## src/rtl/lpi_pkg.sv

```systemverilog
package lpi_pkg;

   localparam int MRA_W  = 6;
   localparam int STEP_W = 5;

   localparam logic [2:0] MODE_NORMAL = 3'd0;
   localparam logic [2:0] MODE_NOP    = 3'd1;
   localparam logic [2:0] MODE_MRACC  = 3'd7;

   localparam logic [STEP_W-1:0] STEP_ZQ  = 5'd3;
   localparam logic [STEP_W-1:0] STEP_RD0 = 5'd10;

   typedef enum logic [1:0] {K_CMD, K_SIDE_ON, K_SIDE_OFF, K_REFR} kind_e;
   typedef enum logic [1:0] {W_NONE, W_1US, W_200US, W_500US} wsel_e;
   typedef enum logic [2:0] {S_IDLE, S_CMD, S_WAIT, S_SIDE, S_DIVGO, S_DIVW, S_FIN} st_e;

   typedef struct packed {
      kind_e             kind;
      logic [2:0]        mode;
      logic [MRA_W-1:0]  addr;
      wsel_e             wsel;
      logic              rd;
   } step_t;

   function automatic step_t mk(input kind_e k, input logic [2:0] m,
                                input logic [MRA_W-1:0] a, input wsel_e w,
                                input logic r);
      step_t s;
      s.kind = k;
      s.mode = m;
      s.addr = a;
      s.wsel = w;
      s.rd   = r;
      return s;
   endfunction

   // Sequence order is behaviour: the index walks this table top to bottom.
   function automatic step_t step_info(input logic [STEP_W-1:0] idx);
      case (idx)
         5'd0:    return mk(K_CMD,      MODE_NOP,    6'd0,  W_1US,   1'b0);
         5'd1:    return mk(K_CMD,      MODE_NOP,    6'd0,  W_200US, 1'b0);
         5'd2:    return mk(K_CMD,      MODE_MRACC,  6'd63, W_500US, 1'b0);
         5'd3:    return mk(K_CMD,      MODE_MRACC,  6'd10, W_NONE,  1'b0);
         5'd4:    return mk(K_CMD,      MODE_MRACC,  6'd1,  W_NONE,  1'b0);
         5'd5:    return mk(K_CMD,      MODE_MRACC,  6'd2,  W_NONE,  1'b0);
         5'd6:    return mk(K_CMD,      MODE_MRACC,  6'd3,  W_NONE,  1'b0);
         5'd7:    return mk(K_CMD,      MODE_MRACC,  6'd16, W_NONE,  1'b0);
         5'd8:    return mk(K_SIDE_ON,  MODE_NORMAL, 6'd0,  W_NONE,  1'b0);
         5'd9:    return mk(K_CMD,      MODE_NOP,    6'd0,  W_NONE,  1'b0);
         5'd10:   return mk(K_CMD,      MODE_MRACC,  6'd5,  W_NONE,  1'b1);
         5'd11:   return mk(K_CMD,      MODE_MRACC,  6'd6,  W_NONE,  1'b1);
         5'd12:   return mk(K_CMD,      MODE_MRACC,  6'd8,  W_NONE,  1'b1);
         5'd13:   return mk(K_CMD,      MODE_MRACC,  6'd0,  W_NONE,  1'b1);
         5'd14:   return mk(K_CMD,      MODE_NORMAL, 6'd0,  W_NONE,  1'b0);
         5'd15:   return mk(K_SIDE_OFF, MODE_NORMAL, 6'd0,  W_NONE,  1'b0);
         default: return mk(K_REFR,     MODE_NORMAL, 6'd0,  W_NONE,  1'b0);
      endcase
   endfunction

   function automatic kind_e kind_of(input logic [STEP_W-1:0] idx);
      step_t s;
      s = step_info(idx);
      return s.kind;
   endfunction

   function automatic st_e kind_state(input kind_e k);
      case (k)
         K_CMD:     return S_CMD;
         K_REFR:    return S_DIVGO;
         default:   return S_SIDE;
      endcase
   endfunction

   // Rounded cycle count of a wait; never below one cycle.
   function automatic longint unsigned wait_cycles(input longint unsigned hz,
                                                   input longint unsigned us);
      longint unsigned c;
      c = ((hz / 1000) * us + 500) / 1000;
      if (c == 0) c = 1;
      return c;
   endfunction

endpackage

```

## src/rtl/lpi_us_timer.sv

```systemverilog
module lpi_us_timer
   import lpi_pkg::*;
#(
   parameter longint unsigned TIMER_HZ = 100_000_000
) (
   input  logic  clk,
   input  logic  rst_n,
   input  logic  arm,
   input  wsel_e sel,
   output logic  expire
);
   localparam longint unsigned D1   = wait_cycles(TIMER_HZ, 1);
   localparam longint unsigned D200 = wait_cycles(TIMER_HZ, 200);
   localparam longint unsigned D500 = wait_cycles(TIMER_HZ, 500);
   localparam int CW = (D500 < 2) ? 1 : $clog2(D500 + 1);

   if (TIMER_HZ < 1000) begin : g_bad_hz
      $error("lpi_us_timer: TIMER_HZ must be at least 1000");
   end

   logic [CW-1:0] cnt_q, lim_q, lim_d;
   logic          run_q;

   always_comb begin
      case (sel)
         W_1US:   lim_d = CW'(D1 - 1);
         W_200US: lim_d = CW'(D200 - 1);
         W_500US: lim_d = CW'(D500 - 1);
         default: lim_d = '0;
      endcase
   end

   always_ff @(posedge clk or negedge rst_n) begin
      if (!rst_n) begin
         cnt_q <= '0;
         lim_q <= '0;
         run_q <= 1'b0;
      end else if (arm) begin
         cnt_q <= '0;
         lim_q <= lim_d;
         run_q <= 1'b1;
      end else if (run_q) begin
         if (cnt_q == lim_q) run_q <= 1'b0;
         else                cnt_q <= cnt_q + 1'b1;
      end
   end

   assign expire = run_q && (cnt_q == lim_q);

endmodule

```

## src/rtl/lpi_ack_watch.sv

```systemverilog
module lpi_ack_watch #(
   parameter int TIMEOUT = 4096
) (
   input  logic clk,
   input  logic rst_n,
   input  logic clr,
   input  logic req,
   input  logic ack,
   output logic err
);
   localparam int CW = $clog2(TIMEOUT + 1);

   if (TIMEOUT < 2) begin : g_bad_to
      $error("lpi_ack_watch: TIMEOUT must be at least 2");
   end

   logic [CW-1:0] cnt_q;

   always_ff @(posedge clk or negedge rst_n) begin
      if (!rst_n) begin
         cnt_q <= '0;
         err   <= 1'b0;
      end else if (clr) begin
         cnt_q <= '0;
         err   <= 1'b0;
      end else if (!req || ack) begin
         cnt_q <= '0;
      end else if (cnt_q == CW'(TIMEOUT - 1)) begin
         err   <= 1'b1;
      end else begin
         cnt_q <= cnt_q + 1'b1;
      end
   end

endmodule

```

## src/rtl/lpi_div.sv

```systemverilog
module lpi_div #(
   parameter int NUM_W = 23,
   parameter int DEN_W = 16,
   parameter int Q_W   = 16,
   parameter bit FAST  = 1'b0
) (
   input  logic             clk,
   input  logic             rst_n,
   input  logic             start,
   input  logic [NUM_W-1:0] num,
   input  logic [DEN_W-1:0] den,
   output logic             done,
   output logic [Q_W-1:0]   quo
);
   localparam int DW = (NUM_W > DEN_W) ? NUM_W : DEN_W;

   if (NUM_W < 2) begin : g_bad_num
      $error("lpi_div: NUM_W must be at least 2");
   end

   logic [NUM_W-1:0] q_q;

   if (FAST) begin : g_fast
      always_ff @(posedge clk or negedge rst_n) begin
         if (!rst_n) begin
            q_q  <= '0;
            done <= 1'b0;
         end else begin
            done <= start;
            if (start) begin
               if (den == '0) q_q <= '1;
               else           q_q <= NUM_W'(DW'(num) / DW'(den));
            end
         end
      end
   end else begin : g_iter
      localparam int CW = $clog2(NUM_W);
      logic [DEN_W-1:0] rem_q;
      logic [NUM_W-1:0] nsh_q;
      logic [CW-1:0]    cnt_q;
      logic             run_q;
      logic [DEN_W:0]   trial;
      logic             ge;

      always_comb begin
         trial = {rem_q, nsh_q[NUM_W-1]};
         ge    = trial >= {1'b0, den};
      end

      always_ff @(posedge clk or negedge rst_n) begin
         if (!rst_n) begin
            rem_q <= '0;
            nsh_q <= '0;
            q_q   <= '0;
            cnt_q <= '0;
            run_q <= 1'b0;
            done  <= 1'b0;
         end else begin
            done <= 1'b0;
            if (start) begin
               rem_q <= '0;
               nsh_q <= num;
               q_q   <= '0;
               cnt_q <= '0;
               run_q <= 1'b1;
            end else if (run_q) begin
               rem_q <= ge ? DEN_W'(trial - {1'b0, den}) : trial[DEN_W-1:0];
               nsh_q <= nsh_q << 1;
               q_q   <= {q_q[NUM_W-2:0], ge};
               cnt_q <= cnt_q + 1'b1;
               if (cnt_q == CW'(NUM_W - 1)) begin
                  run_q <= 1'b0;
                  done  <= 1'b1;
               end
            end
         end
      end
   end

   if (NUM_W > Q_W) begin : g_sat
      assign quo = (|q_q[NUM_W-1:Q_W]) ? '1 : q_q[Q_W-1:0];
   end else begin : g_wide
      assign quo = Q_W'(q_q);
   end

endmodule

```

## src/rtl/lpddr_init_seq.sv

```systemverilog
module lpddr_init_seq
   import lpi_pkg::*;
#(
   parameter longint unsigned TIMER_HZ    = 100_000_000,
   parameter longint unsigned TREFI_PS    = 7_800_000,
   parameter int              TCK_W       = 16,
   parameter int              RC_W        = 16,
   parameter int              MRD_W       = 8,
   parameter int              ACK_TIMEOUT = 4096,
   parameter bit              FAST_DIV    = 1'b0
) (
   input  logic                 clk,
   input  logic                 rst_n,
   input  logic                 start,
   input  logic                 dev_lp3,
   input  logic [TCK_W-1:0]     tck_ps,
   output logic [2:0]           mem_type,
   output logic                 busy,
   output logic                 cmd_req,
   output logic [2:0]           cmd_mode,
   output logic [5:0]           cmd_addr,
   output logic [1:0]           zq_ctl,
   input  logic                 cmd_ack,
   input  logic [MRD_W-1:0]     cmd_rdata,
   output logic [1:0]           side_cfg,
   output logic                 refr_load,
   output logic [RC_W-1:0]      refr_count,
   output logic [4*MRD_W-1:0]   mr_data,
   output logic                 done,
   output logic                 err
);
   localparam int RD_SLOTS = 4;
   localparam int NUM_W    = $clog2(TREFI_PS + 1);
   localparam logic [NUM_W-1:0] TREFI_V = NUM_W'(TREFI_PS);

   if (TCK_W < 1 || RC_W < 1 || MRD_W < 1) begin : g_bad_w
      $error("lpddr_init_seq: widths must be positive");
   end
   if (TREFI_PS < 2) begin : g_bad_trefi
      $error("lpddr_init_seq: TREFI_PS must be at least 2");
   end

   st_e               state_q;
   logic [STEP_W-1:0] step_q, step_nx;
   step_t             cur;
   kind_e             nxt_kind;
   logic              adv, tmr_arm, tmr_exp, div_done, accept;
   logic [RC_W-1:0]   div_quo;
   logic [TCK_W-1:0]  tck_q;
   logic [1:0]        slot;
   logic [2:0]        type_q;
   logic [1:0]        zq_q, side_q;
   logic [RC_W-1:0]   rc_q;
   logic              load_q, done_q;
   logic [MRD_W-1:0]  mr_q [RD_SLOTS];

   always_comb begin
      step_nx  = step_q + 5'd1;
      cur      = step_info(step_q);
      nxt_kind = kind_of(step_nx);
      slot     = 2'(step_q - STEP_RD0);
      accept   = (state_q == S_IDLE) && start;
      tmr_arm  = (state_q == S_CMD) && cmd_ack && (cur.wsel != W_NONE);
      adv      = ((state_q == S_CMD) && cmd_ack && (cur.wsel == W_NONE))
              || ((state_q == S_WAIT) && tmr_exp)
              ||  (state_q == S_SIDE);
   end

   always_ff @(posedge clk or negedge rst_n) begin
      if (!rst_n) begin
         state_q <= S_IDLE;
         step_q  <= '0;
         type_q  <= '0;
         zq_q    <= '0;
         side_q  <= '0;
         rc_q    <= '0;
         load_q  <= 1'b0;
         done_q  <= 1'b0;
         tck_q   <= '0;
         for (int i = 0; i < RD_SLOTS; i++) mr_q[i] <= '0;
      end else begin
         load_q <= 1'b0;
         done_q <= 1'b0;
         case (state_q)
            S_IDLE: begin
               if (start) begin
                  state_q <= S_CMD;
                  step_q  <= '0;
                  type_q  <= dev_lp3 ? 3'd5 : 3'd7;
                  zq_q    <= 2'd0;
                  tck_q   <= tck_ps;
               end
            end
            S_CMD: begin
               if (cmd_ack) begin
                  if (cur.rd) mr_q[slot] <= cmd_rdata;
                  if (step_q == STEP_ZQ) zq_q <= 2'd2;
                  if (cur.wsel != W_NONE) state_q <= S_WAIT;
               end
            end
            S_SIDE:  side_q  <= (cur.kind == K_SIDE_ON) ? 2'b11 : 2'b00;
            S_DIVGO: state_q <= S_DIVW;
            S_DIVW: begin
               if (div_done) begin
                  rc_q    <= div_quo;
                  load_q  <= 1'b1;
                  state_q <= S_FIN;
               end
            end
            S_FIN: begin
               done_q  <= 1'b1;
               state_q <= S_IDLE;
            end
            default: ;
         endcase
         if (adv) begin
            step_q  <= step_nx;
            state_q <= kind_state(nxt_kind);
            if (step_nx == STEP_ZQ) zq_q <= 2'd3;
         end
      end
   end

   lpi_us_timer #(.TIMER_HZ(TIMER_HZ)) u_timer (
      .clk    (clk),
      .rst_n  (rst_n),
      .arm    (tmr_arm),
      .sel    (cur.wsel),
      .expire (tmr_exp)
   );

   lpi_div #(.NUM_W(NUM_W), .DEN_W(TCK_W), .Q_W(RC_W), .FAST(FAST_DIV)) u_div (
      .clk   (clk),
      .rst_n (rst_n),
      .start (state_q == S_DIVGO),
      .num   (TREFI_V),
      .den   (tck_q),
      .done  (div_done),
      .quo   (div_quo)
   );

   lpi_ack_watch #(.TIMEOUT(ACK_TIMEOUT)) u_watch (
      .clk   (clk),
      .rst_n (rst_n),
      .clr   (accept),
      .req   (cmd_req),
      .ack   (cmd_ack),
      .err   (err)
   );

   for (genvar g = 0; g < RD_SLOTS; g++) begin : g_mr
      assign mr_data[g*MRD_W +: MRD_W] = mr_q[g];
   end

   assign busy       = (state_q != S_IDLE);
   assign cmd_req    = (state_q == S_CMD);
   assign cmd_mode   = cur.mode;
   assign cmd_addr   = cur.addr;
   assign zq_ctl     = zq_q;
   assign side_cfg   = side_q;
   assign mem_type   = type_q;
   assign refr_count = rc_q;
   assign refr_load  = load_q;
   assign done       = done_q;

endmodule

```

## config.mk

```make
export PLATFORM = sky130hd
export DESIGN_NAME = lpddr_init_seq
export DESIGN_NICKNAME = d
export VERILOG_FILES = /design/src/rtl/lpi_pkg.sv /design/src/rtl/lpi_us_timer.sv /design/src/rtl/lpi_ack_watch.sv /design/src/rtl/lpi_div.sv /design/src/rtl/lpddr_init_seq.sv
export SDC_FILE = /design/constraint.sdc
export NUM_CORES = 1
export LEC_CHECK = 0
export BUFFER_PORTS_ARGS = -buffer_cell sky130_fd_sc_hd__buf_2
export CAP_MARGIN = 25
export CORE_ASPECT_RATIO = 1.1
export CORE_UTILIZATION = 37
export CTS_BUF_LIST = sky130_fd_sc_hd__clkbuf_4 sky130_fd_sc_hd__clkbuf_8
export DETAILED_ROUTE_END_ITERATION = 12
export PLACE_DENSITY = 0.54
export SLEW_MARGIN = 15
export SYNTH_ARGS = -nofsm -noshare
export SYNTH_HDL_FRONTEND = slang
export SYNTH_HIERARCHICAL = 1
export SYNTH_SLANG_ARGS = --single-unit
```

## constraint.sdc

```tcl
create_clock -name clk -period 3.4 [get_ports clk]
set_input_delay 0.34 -clock clk [delete_from_list [all_inputs] [get_ports clk]]
set_output_delay 0.34 -clock clk [all_outputs]
set_load 0.005 [all_outputs]
```

==> results.md, run 1 <==
- Status: completed
- Clock buffer depth: 2
- Final Hold Viols: 0
- Synth Instances: 958
- Routed length per instance: 14.8 um
- Routability cong.: 0.831
- Fill cell total of the finished layout: 2,582
- GRT Overall Usage: 0.161
- Clock period minus worst slack: 2720 ps
- Post-DP Area: 10,700 sq um
- Yosys cell types: 72
- Area leader, netlist: dfrtp_1
- Relative slew slack: 0.398
- DRT Wirelength: 21,000 um
- Pre-CTS WS: 681 ps
- Share of cells above drive strength 1: 0.222
- Worst vdd ir: 0.353 mV
- Pleak: 0.00550 uW
- R2R Path Start: u_div/g_iter.rem_q[2]
- # nets final: 1,113
- RR Endpoint: u_div/g_iter.rem_q[11]
- Post-synth EDFFs: 0
- Clock sinks: 185
- Fmax: 368 MHz
- Cell row count: 62
- Vias in the first global route: 6,900
- First-pass GRT wire length: 35,300 um
- Critical path's largest stage delay: 480 ps
- Worst slew pin tran: 895 ps
- Max_cap viols: 0
- Layout area overhead: 12.2%
- Ys flop type: dfrtp_1
- Die Span Y: 174 um
- Num CTS Buffers: 17
- Slowest CP cell: or3b_2
- Hold Crit Start: dev_lp3
- WP data arrival: 3100 ps
- Area of the multi-input gates: 4880 sq um
- P_int: 5920 uW
- PD cells: 908 nW/um^2
- Initial DRC count: 436
- Die ar.: 27,500 sq um
- Synth warn: 6
- Hold depth: 2
- Post-CTS Resized: 0
- Syn_area_per_cell: 10.4 sq um
- Post-route ant nets: 0
- Power Total: 10,100 uW
- Utilization after layout: 0.425
- Tcrit/Tclk final: 0.800
- Sequential power share: 0.366
- DP HPWL: 14,300 um
- Sw Ratio: 0.414
- Metal3 WL: 511 um
- Diodes inserted: 0
- #FFs+latches synth: 185
- Initial antenna violation count: 0
- R2R Setup Slk: 680 ps
- DRC: 0
- Combinational Power Share: 0.485
- CTS H-tree lvls: 4
- Top cells by area, synth: dfrtp_1, mux2i_1, mux2_4, nand2_1, ha_1
- Post-route setup slack: 680 ps
- Setup crit end kind: flip-flop
- Routed wl met2: 10000 um
- RSZ-0062 raised after global routing: no
- Reg area: 4630 sq um
- Net switching power: 4180 uW
- First-pass iteration count of the detailed router: 4
- Reg clk slew, reported paths: 100 ps
- Initial core utilization: 0.378
- TNS Setup: 0 ps
- Post-CTS Setup Bufs: 0
- Post-CTS Hold Buffers: 1
- Die Wd: 158 um
- Worst Path Buf+Inv: 1
- Worst Path Required: 3780 ps
- CTS tree: yes
- Skew final: 18.5 ps
- PortBufs: 97
- Crit Path Max Fanout: 17
- Total number of vias: 6,966
- Via/cell ratio: 4.92
- Cell area after synthesis: 9920 sq um
- Register area share after synthesis: 0.467
- Core ar.: 26,200 sq um
- Ys async rst share: 1.00
- Clock power share: 0.149
- Crit Path Category: reg -> reg
- Crit-path cells: ha_1 > nand3_1 > o21bai_1 > a211oi_1 > o31ai_4 > buf_4 > or3b_2 > a311oi_1
- CTS root buffer: clkbuf_8
- Max-slew violations: 0
- FF-to-FF path depth: 8
- Largest net degree at the start of global routing: 88
- Share of the synthesized area in the top cell type: 0.467
- Worst min-delay path class: in -> reg
- Max Used Layer: met4
- WHS Endpoint: mem_type[1]
- Clk_lat worst skew: 470 ps
- Nature of the critical path startpoint: flip-flop
- Design area: 11,100 sq um
- Top delay family on crit path: compound AO/OA/AOI/OAI gates
- Setup-failing EPs final: 0
- # IOs: 98
- Routed met1 length: 10,300 um
- GRT overflow: 0
## cell families after synthesis
kind of cell    Yosys count  share of synthesized area
simple gates            337                      0.176
buf+inv                 100                     0.0501
mux                     116                      0.137
xor+xnor                 25                     0.0221
flops                   185                      0.467
compound gates          160                      0.104
other cells               2                   0.000757
fa+ha+maj                33                     0.0424
## registers in the layout, indices dropped and copies added (netlist names)
signal              cells
zq_ctl                  2
u_watch/cnt_q          13
u_watch/err             1
mr_data                32
done                    1
u_div/done              1
mem_type                2
u_div/g_iter.cnt_q      5
u_div/g_iter.nsh_q     23
tck_q                  16
refr_load               1
refr_count             16
u_timer/lim_q           6
u_timer/cnt_q          16
u_div/g_iter.run_q      1
side_cfg                1
state_q                 3
u_div/g_iter.rem_q     16
u_timer/run_q           1
step_q                  5
u_div/q_q              23
## worst max-delay path by stage
stage,startpoint,endpoint,slack (ps),depth (start not counted)
final,u_div/g_iter.rem_q[2],u_div/g_iter.rem_q[11],680,8
after detailed placement,tck_q[3],u_div/g_iter.rem_q[11],680,9
after global placement,u_div/g_iter.rem_q[2],u_div/g_iter.rem_q[11],760,8
after global routing,tck_q[3],u_div/g_iter.rem_q[11],430,9
after CTS,tck_q[3],u_div/g_iter.rem_q[11],650,9
after floorplan,u_timer/cnt_q[10],step_q[3],810,10
## power groups by stage
stage | registers [uW] | clock network (uW) | logic [uW]
after CTS | 3700 | 1580 | 4950
after global placement | 3730 | 0 | 4870
after global routing | 3830 | 1650 | 5540
after detailed placement | 3740 | 0 | 4930
after floorplan | 3450 | 0 | 4050
final | 3700 | 1500 | 4900
## synth_stat cells, types with 6 or more instances
master / count
a211oi_1: 12
a21o_1: 7
a21oi_1: 32
a311oi_1: 8
buf_4: 13
buf_6: 7
clkbuf_1: 32
dfrtp_1: 185
ha_1: 32
inv_1: 42
mux2_2: 20
mux2_4: 35
mux2i_1: 60
nand2_1: 116
nand2b_1: 14
nand3_1: 19
nand4_1: 10
nor2_1: 73
nor2b_1: 7
nor3_1: 14
nor4_1: 9
o21ai_0: 54
o31ai_1: 9
or2_2: 17
or3_1: 6
or4_1: 10
xnor2_1: 14
xor2_1: 11
## cell usage in the layout (no fill, tap or decap), drive strengths merged, types with 6 or more instances in the layout
cell	n
dfrtp	185
nand2	120
buf	108
nor2	73
mux2i	60
mux2	56
o21ai	55
inv	49
a21oi	32
ha	32
conb	23
clkbuf	22
nand3	20
or2	17
nand2b	14
nor3	14
xnor2	14
a211oi	12
xor2	11
nand4	11
or4	11
o31ai	10
nor4	9
a311oi	8
nor2b	8
or3	8
a21o	7
and3	6
## cell type report
| class | count | area share |
|---|---|---|
| flip-flops and latches | 185 | 0.416 |
| clock buffers | 21 | 0.0243 |
| repair buffers | 110 | 0.0556 |
| inverters | 43 | 0.0145 |
| clock inverters | 11 | 0.0114 |
| multi-input cells | 694 | 0.438 |
| well taps | 352 | 0.0396 |
## metal layers
layer	vias to the layer above	GRT usage
li1	3511	-
met1	3358	0.226
met2	81	0.255
met3	16	0.0288
met4	0	0.0445
met5	-	0
## worst register-to-register path: cells and delay by family, from the launching register on
family | cells | cell delay [ps]
compound gates | 4 | 1050
fa+ha+maj | 1 | 370
buf+inv | 1 | 220
flops | 1 | 400
simple gates | 2 | 590
## stage by stage
step,hold slack (ps),std cells
floorplan,44.4,979
global placement,455,1383
detailed placement,450,1383
CTS,20.4,1416
global route,21.5,1416
finish,55.5,1416
No activity file was read; power rests on OpenSTA's default activity.
==> run 2, diff against run 1 <==
- ABC_AREA: unset -> 1
- PLACE_DENSITY: 0.54 -> 0.56
- clock period: 3.4 -> 2.5 ns (I/O delays scaled with it)
==> results.md, run 2 <==
- Setup crit end kind: flip-flop
- Clk_lat worst skew: 480 ps
- R2R Setup Slk: 240 ps
- Reg clk slew, reported paths: 100 ps
- Crit Path Category: reg -> reg
- Initial DRC count: 533
- Design area: 12,000 sq um
- Max-slew violations: 0
- Initial antenna violation count: 0
- RR Endpoint: u_div/g_iter.rem_q[5]
- Worst slew pin tran: 555 ps
- Syn_area_per_cell: 7.58 sq um
- Diodes inserted: 0
- DRT Wirelength: 24,200 um
- Total number of vias: 8,936
- First-pass GRT wire length: 41,300 um
- TNS Setup: 0 ps
- Power Total: 9370 uW
- Num CTS Buffers: 17
- Sw Ratio: 0.391
- RSZ-0062 raised after global routing: no
- Worst vdd ir: 0.376 mV
- Hold depth: 3
- First-pass iteration count of the detailed router: 6
- DRC: 0
- DP HPWL: 17,000 um
- Largest net degree at the start of global routing: 60
- Clock buffer depth: 2
- Max_cap viols: 0
- Nature of the critical path startpoint: flip-flop
- CTS root buffer: clkbuf_8
- Setup-failing EPs final: 0
- Vias in the first global route: 8,550
- Via/cell ratio: 4.76
- Yosys cell types: 51
- Crit-path cells: ha_1 > nand2_1 > inv_1 > nand2_1 > nand2_1 > nand2_1 > nand2_1 > nor2_4 > nand2_4 > nand2_1 > nand3_1 > o21ai_0
- Status: completed
- Routability cong.: 0.876
- Tcrit/Tclk final: 0.905
- CTS H-tree lvls: 4
- Hold Crit Start: cmd_rdata[2]
- Final Hold Viols: 0
- CTS tree: yes
- Most frequent cells in the layout: nand2_1, dfrtp_1, inv_1
- Routed length per instance: 12.9 um
- Final Non-Filler Cells: 1,878
- Max FFs per register: 32
- WHS Endpoint: mr_data[26]
- Worst Path Required: 2900 ps
- Post-route ant nets: 0
- Sequential power share: 0.399
- Layout area overhead: 14.6%
- WP data arrival: 2660 ps
- Post-DP Area: 11,300 sq um
- Area of the multi-input gates: 4910 sq um
- P_int: 5710 uW
- Die ar.: 29,000 sq um
- Slowest CP cell: dfrtp_1
- Synth warn: 6
- Worst min-delay path class: in -> reg
- Register area share after synthesis: 0.442
- Commonest cells in the netlist: nand2_1, dfrtp_1, inv_1, nand3_1, nor2_1
- Top delay family on crit path: simple AND/OR/NAND/NOR gates
- Most common cell after layout, fill and taps aside: nand2_1
- Clock power share: 0.253
- Post-synth EDFFs: 0
- Ys async rst share: 1.00
- Ys flop type: dfrtp_1
- # IOs: 98
- GRT Overall Usage: 0.177
- #FFs+latches synth: 185
- Top cells by area, synth: dfrtp_1, nand2_1, inv_1, nand3_1, ha_1
- PD cells: 781 nW/um^2
- Clock sinks: 185
- Critical path's largest stage delay: 420 ps
- Final hold slack: 30.5 ps
- Die Wd: 162 um
- Net switching power: 3660 uW
- Combinational Power Share: 0.347
- Synth Instances: 1,381
- Relative slew slack: 0.630
- Worst Path Buf+Inv: 1
- # nets final: 1,564
- Area leader, netlist: dfrtp_1
- Share of the synthesized area in the top cell type: 0.442
- Pleak: 0.00657 uW
- Reg area: 4630 sq um
- Cell count after placement: 1,828
- Core ar.: 27,800 sq um
- Post-CTS Setup Bufs: 0
- Clock period minus worst slack: 2260 ps
- FF-to-FF path depth: 12
- GRT overflow: 0
- PortBufs: 97
- Share of cells above drive strength 1: 0.137
- Initial core utilization: 0.377
- Fill cell total of the finished layout: 2,870
- Crit Path Max Fanout: 17
- Skew final: 15.0 ps
- Cell area after synthesis: 10,500 sq um
- CP most frequent cell: nand2_1
- Die Span Y: 178 um
- Most common cell in the netlist: nand2_1
- Fmax: 442 MHz
- R2R Path Start: u_div/g_iter.rem_q[11]
- Cell row count: 64
run 2: cell count changes after synthesis, sizes merged, moves of 23 or more:
| cell | before | now |
|---|---|---|
| nand2 | 120 | 488 |
| inv | 42 | 181 |
| nand3 | 20 | 123 |
| mux2i | 60 | 0 |
| mux2 | 56 | 0 |
| o21ai | 55 | 91 |
| nor2 | 73 | 96 |
run 2: worst max-delay path by stage:
| stage | cells after the start | endpoint | start |
|---|---|---|---|
| floorplan | 13 | u_timer/cnt_q[10] | step_q[1] |
| global route | 12 | u_div/g_iter.rem_q[5] | u_div/g_iter.rem_q[9] |
| finish | 12 | u_div/g_iter.rem_q[5] | u_div/g_iter.rem_q[11] |
| detailed placement | 12 | u_timer/cnt_q[13] | step_q[1] |
| global placement | 12 | u_timer/cnt_q[13] | step_q[1] |
| CTS | 12 | u_timer/cnt_q[13] | step_q[1] |
run 2: repair_timing:
| item | CTS | global route |
|---|---|---|
| hold buffers | 18 | 0 |
| setup endpoints to repair | 0 | 14 |
| hold endpoints to repair | 74 | 0 |
| resized for setup | 0 | 2 |
run 2: power groups by stage:
| stage | Combinational, uW | Sequential, uW | Clock, uW |
|---|---|---|---|
| after floorplan | 2590 | 3650 | 0 |
| after global placement | 3230 | 3790 | 0 |
| after detailed placement | 3240 | 3790 | 0 |
| after CTS | 3280 | 3740 | 2470 |
| after global routing | 3760 | 3810 | 2580 |
| final | 3260 | 3740 | 2370 |
run 2: tightest hold or removal path, stage by stage:
cell	delay, ps
buf_2	130
nand2_1	60
nand2_1	50
run 2: stage by stage:
step,utilization,setup WS (ps)
floorplan,-,516
global placement,0.408,227
detailed placement,0.408,183
CTS,0.431,163
global route,0.432,60.0
finish,0.432,237
run 2: cell type report:
class	count	area share
repair buffers	133	0.0706
clock buffers	20	0.0214
well taps	363	0.0379
clock inverters	12	0.0177
flip-flops and latches	185	0.386
inverters	183	0.0573
multi-input cells	982	0.409
run 2: logic make-up (layout without fill, tap and decap cells):
family                   after synthesis  after routing  synth area share
other                                  2             23          0.000718
adder cells (fa/ha/maj)               33             33            0.0402
XOR/XNOR                              13             13            0.0109
buffers and inverters                235            348            0.0970
AO/OA/AOI/OAI                        165            165            0.0903
AND/OR/NAND/NOR                      748            748             0.319
flip-flops                           185            185             0.442
run 2: per-layer routing:
metal,up-vias,GRT usage,wire length (um)
li1,4606,-,-
met1,4139,0.240,11900
met2,156,0.284,11200
met3,35,0.0307,744
met4,0,0.0594,410
met5,-,0,0
==> run 3, diff against run 2 <==
- ABC_AREA: 1 -> unset
- ABC_CLOCK_PERIOD_IN_PS: unset -> 2500
- CORE_ASPECT_RATIO: 1.1 -> 1.5
==> results.md, run 3 (synthesized netlist as in run 1, its figures left out) <==
- Skew final: 14.8 ps
- Most common cell after layout, fill and taps aside: dfrtp_1
- WP data arrival: 2910 ps
- GRT overflow: 0
- CTS root buffer: clkbuf_8
- Routed length per instance: 15.3 um
- Die ar.: 27,500 sq um
- Initial core utilization: 0.376
- Crit Path Max Fanout: 5
- Worst vdd ir: 0.584 mV
- Tcrit/Tclk final: 1.01
- Status: finished with violations
- Largest net degree at the start of global routing: 84
- DP HPWL: 15,500 um
- CTS H-tree lvls: 4
- Setup-failing EPs final: 3
- Crit Path Category: reg -> reg
- Nature of the critical path startpoint: flip-flop
- Layout area overhead: 20.7%
- Setup crit end kind: flip-flop
- PD cells: 1290 nW/um^2
- Die Span Y: 203 um
- Area of the multi-input gates: 5090 sq um
- RSZ-0062 raised after global routing: yes
- Clock sinks: 185
- Reg area: 4630 sq um
- Critical path's largest stage delay: 460 ps
- Diodes inserted: 0
- Relative slew slack: 0.488
- Num CTS Buffers: 17
- Worst slew pin tran: 761 ps
- CTS tree: yes
- # nets final: 1,186
- First-pass iteration count of the detailed router: 4
- Clk_lat worst skew: 470 ps
- Vias in the first global route: 7,480
- Routability cong.: 0.798
- TNS Setup: -73.5 ps
- Post-DP Area: 11,100 sq um
- Reg clk slew, reported paths: 110 ps
- Initial DRC count: 271
- Clock period minus worst slack: 2530 ps
- Max-slew violations: 0
- Post-route ant nets: 0
- Total number of vias: 7,332
- Fill cell total of the finished layout: 2,509
- DRC: 0
- PortBufs: 97
- Crit-path cells: ha_4 > nand4_1 > nor4_2 > or3_4 > o31ai_4 > buf_6 > clkbuf_16 > or3b_4 > a311oi_2
- Slowest CP cell: dfrtp_1
- Worst min-delay path class: in -> reg
- First-pass GRT wire length: 37,500 um
- DRT Wirelength: 22,600 um
- Worst Path Required: 2880 ps
- Design area: 12,000 sq um
- Fmax: 395 MHz
- Clock buffer depth: 2
- Final Hold Viols: 0
- Failing checks: negative setup slack
- Via/cell ratio: 4.98
- # IOs: 98
- GRT Overall Usage: 0.172
- Max_cap viols: 0
- Pleak: 0.00588 uW
- Die Wd: 136 um
- Post-route setup slack: -31.2 ps
- Core ar.: 26,400 sq um
- Max FFs per register: 32
- Cell row count: 73
- Initial antenna violation count: 0
- Most frequent cells in the layout: dfrtp_1, nand2_1, buf_2
- Share of cells above drive strength 1: 0.283
## run 3: repair_timing
| action | CTS | global route |
|---|---|---|
| endpoints found under the hold margin | 146 | 0 |
| setup buffers | 2 | 4 |
| hold buffers | 17 | 0 |
| resized for setup | 6 | 28 |
| setup endpoints to repair | 6 | 20 |
| gates cloned | 0 | 2 |
| pin swaps | 3 | 18 |
## run 3: path summary, 6_finish.rpt
| kind | from | to | slack [ps] | cells past startpoint |
|---|---|---|---|---|
| setup / recovery | u_div/g_iter.rem_q[6] | u_div/g_iter.rem_q[11] | -30 | 9 |
| hold / removal | cmd_rdata[1] | mr_data[9] | 50 | 2 |
| setup reg to reg | u_div/g_iter.rem_q[6] | u_div/g_iter.rem_q[11] | -30 | 9 |
| hold reg to reg | tck_q[7] | tck_q[7] | 490 | 2 |
| max in group asynchronous | rst_n | refr_count[15] | 1580 | 3 |
| min in group asynchronous | rst_n | u_div/g_iter.rem_q[10] | 200 | 2 |
## run 3: worst max-delay path: cells and delay by family, from the launching register on
family	cells	cell delay (ps)
simple gates	4	1020
flops	1	460
compound gates	2	360
fa+ha+maj	1	320
buf+inv	2	280
## run 3: power breakdown
group          total [uW]  internal [uW]  switching (uW)
combinational        8470           4300            4160
clock                2030            857            1180
sequential           4910           4060             850
## run 3: per-layer routing
| layer | up-vias | global-route usage | share of wire |
|---|---|---|---|
| li1 | 3632 | - | - |
| met5 | - | 0 | 0 |
| met3 | 26 | 0.0312 | 0.023 |
| met1 | 3600 | 0.205 | 0.43 |
| met4 | 0 | 0.0562 | 0.016 |
| met2 | 74 | 0.307 | 0.53 |
## run 3: stage by stage
step / power, uW / setup slack (ps) / hold WS, ps / utilization / cells
2_1_floorplan: 10200 / 4.01 / -45.6 / - / 979
4_1_cts: 14800 / -25.6 / 7.47 / 0.445 / 1467
5_1_grt: 16700 / -121 / 10.7 / 0.454 / 1473
3_3_place_gp: 12400 / -24.2 / 142 / 0.421 / 1417
3_5_place_dp: 12500 / -71.4 / 141 / 0.421 / 1417
6_report: 15400 / -31.2 / 45.4 / 0.454 / 1473
## run 3: layout make-up
cell class | instances | area share
Multi-Input combinational cell | 694 | 0.425
Clock inverter | 12 | 0.0112
Clock buffer | 19 | 0.0213
Timing Repair Buffer | 183 | 0.106
Sequential cell | 185 | 0.387
Tap cell | 337 | 0.0352
Inverter | 43 | 0.0135
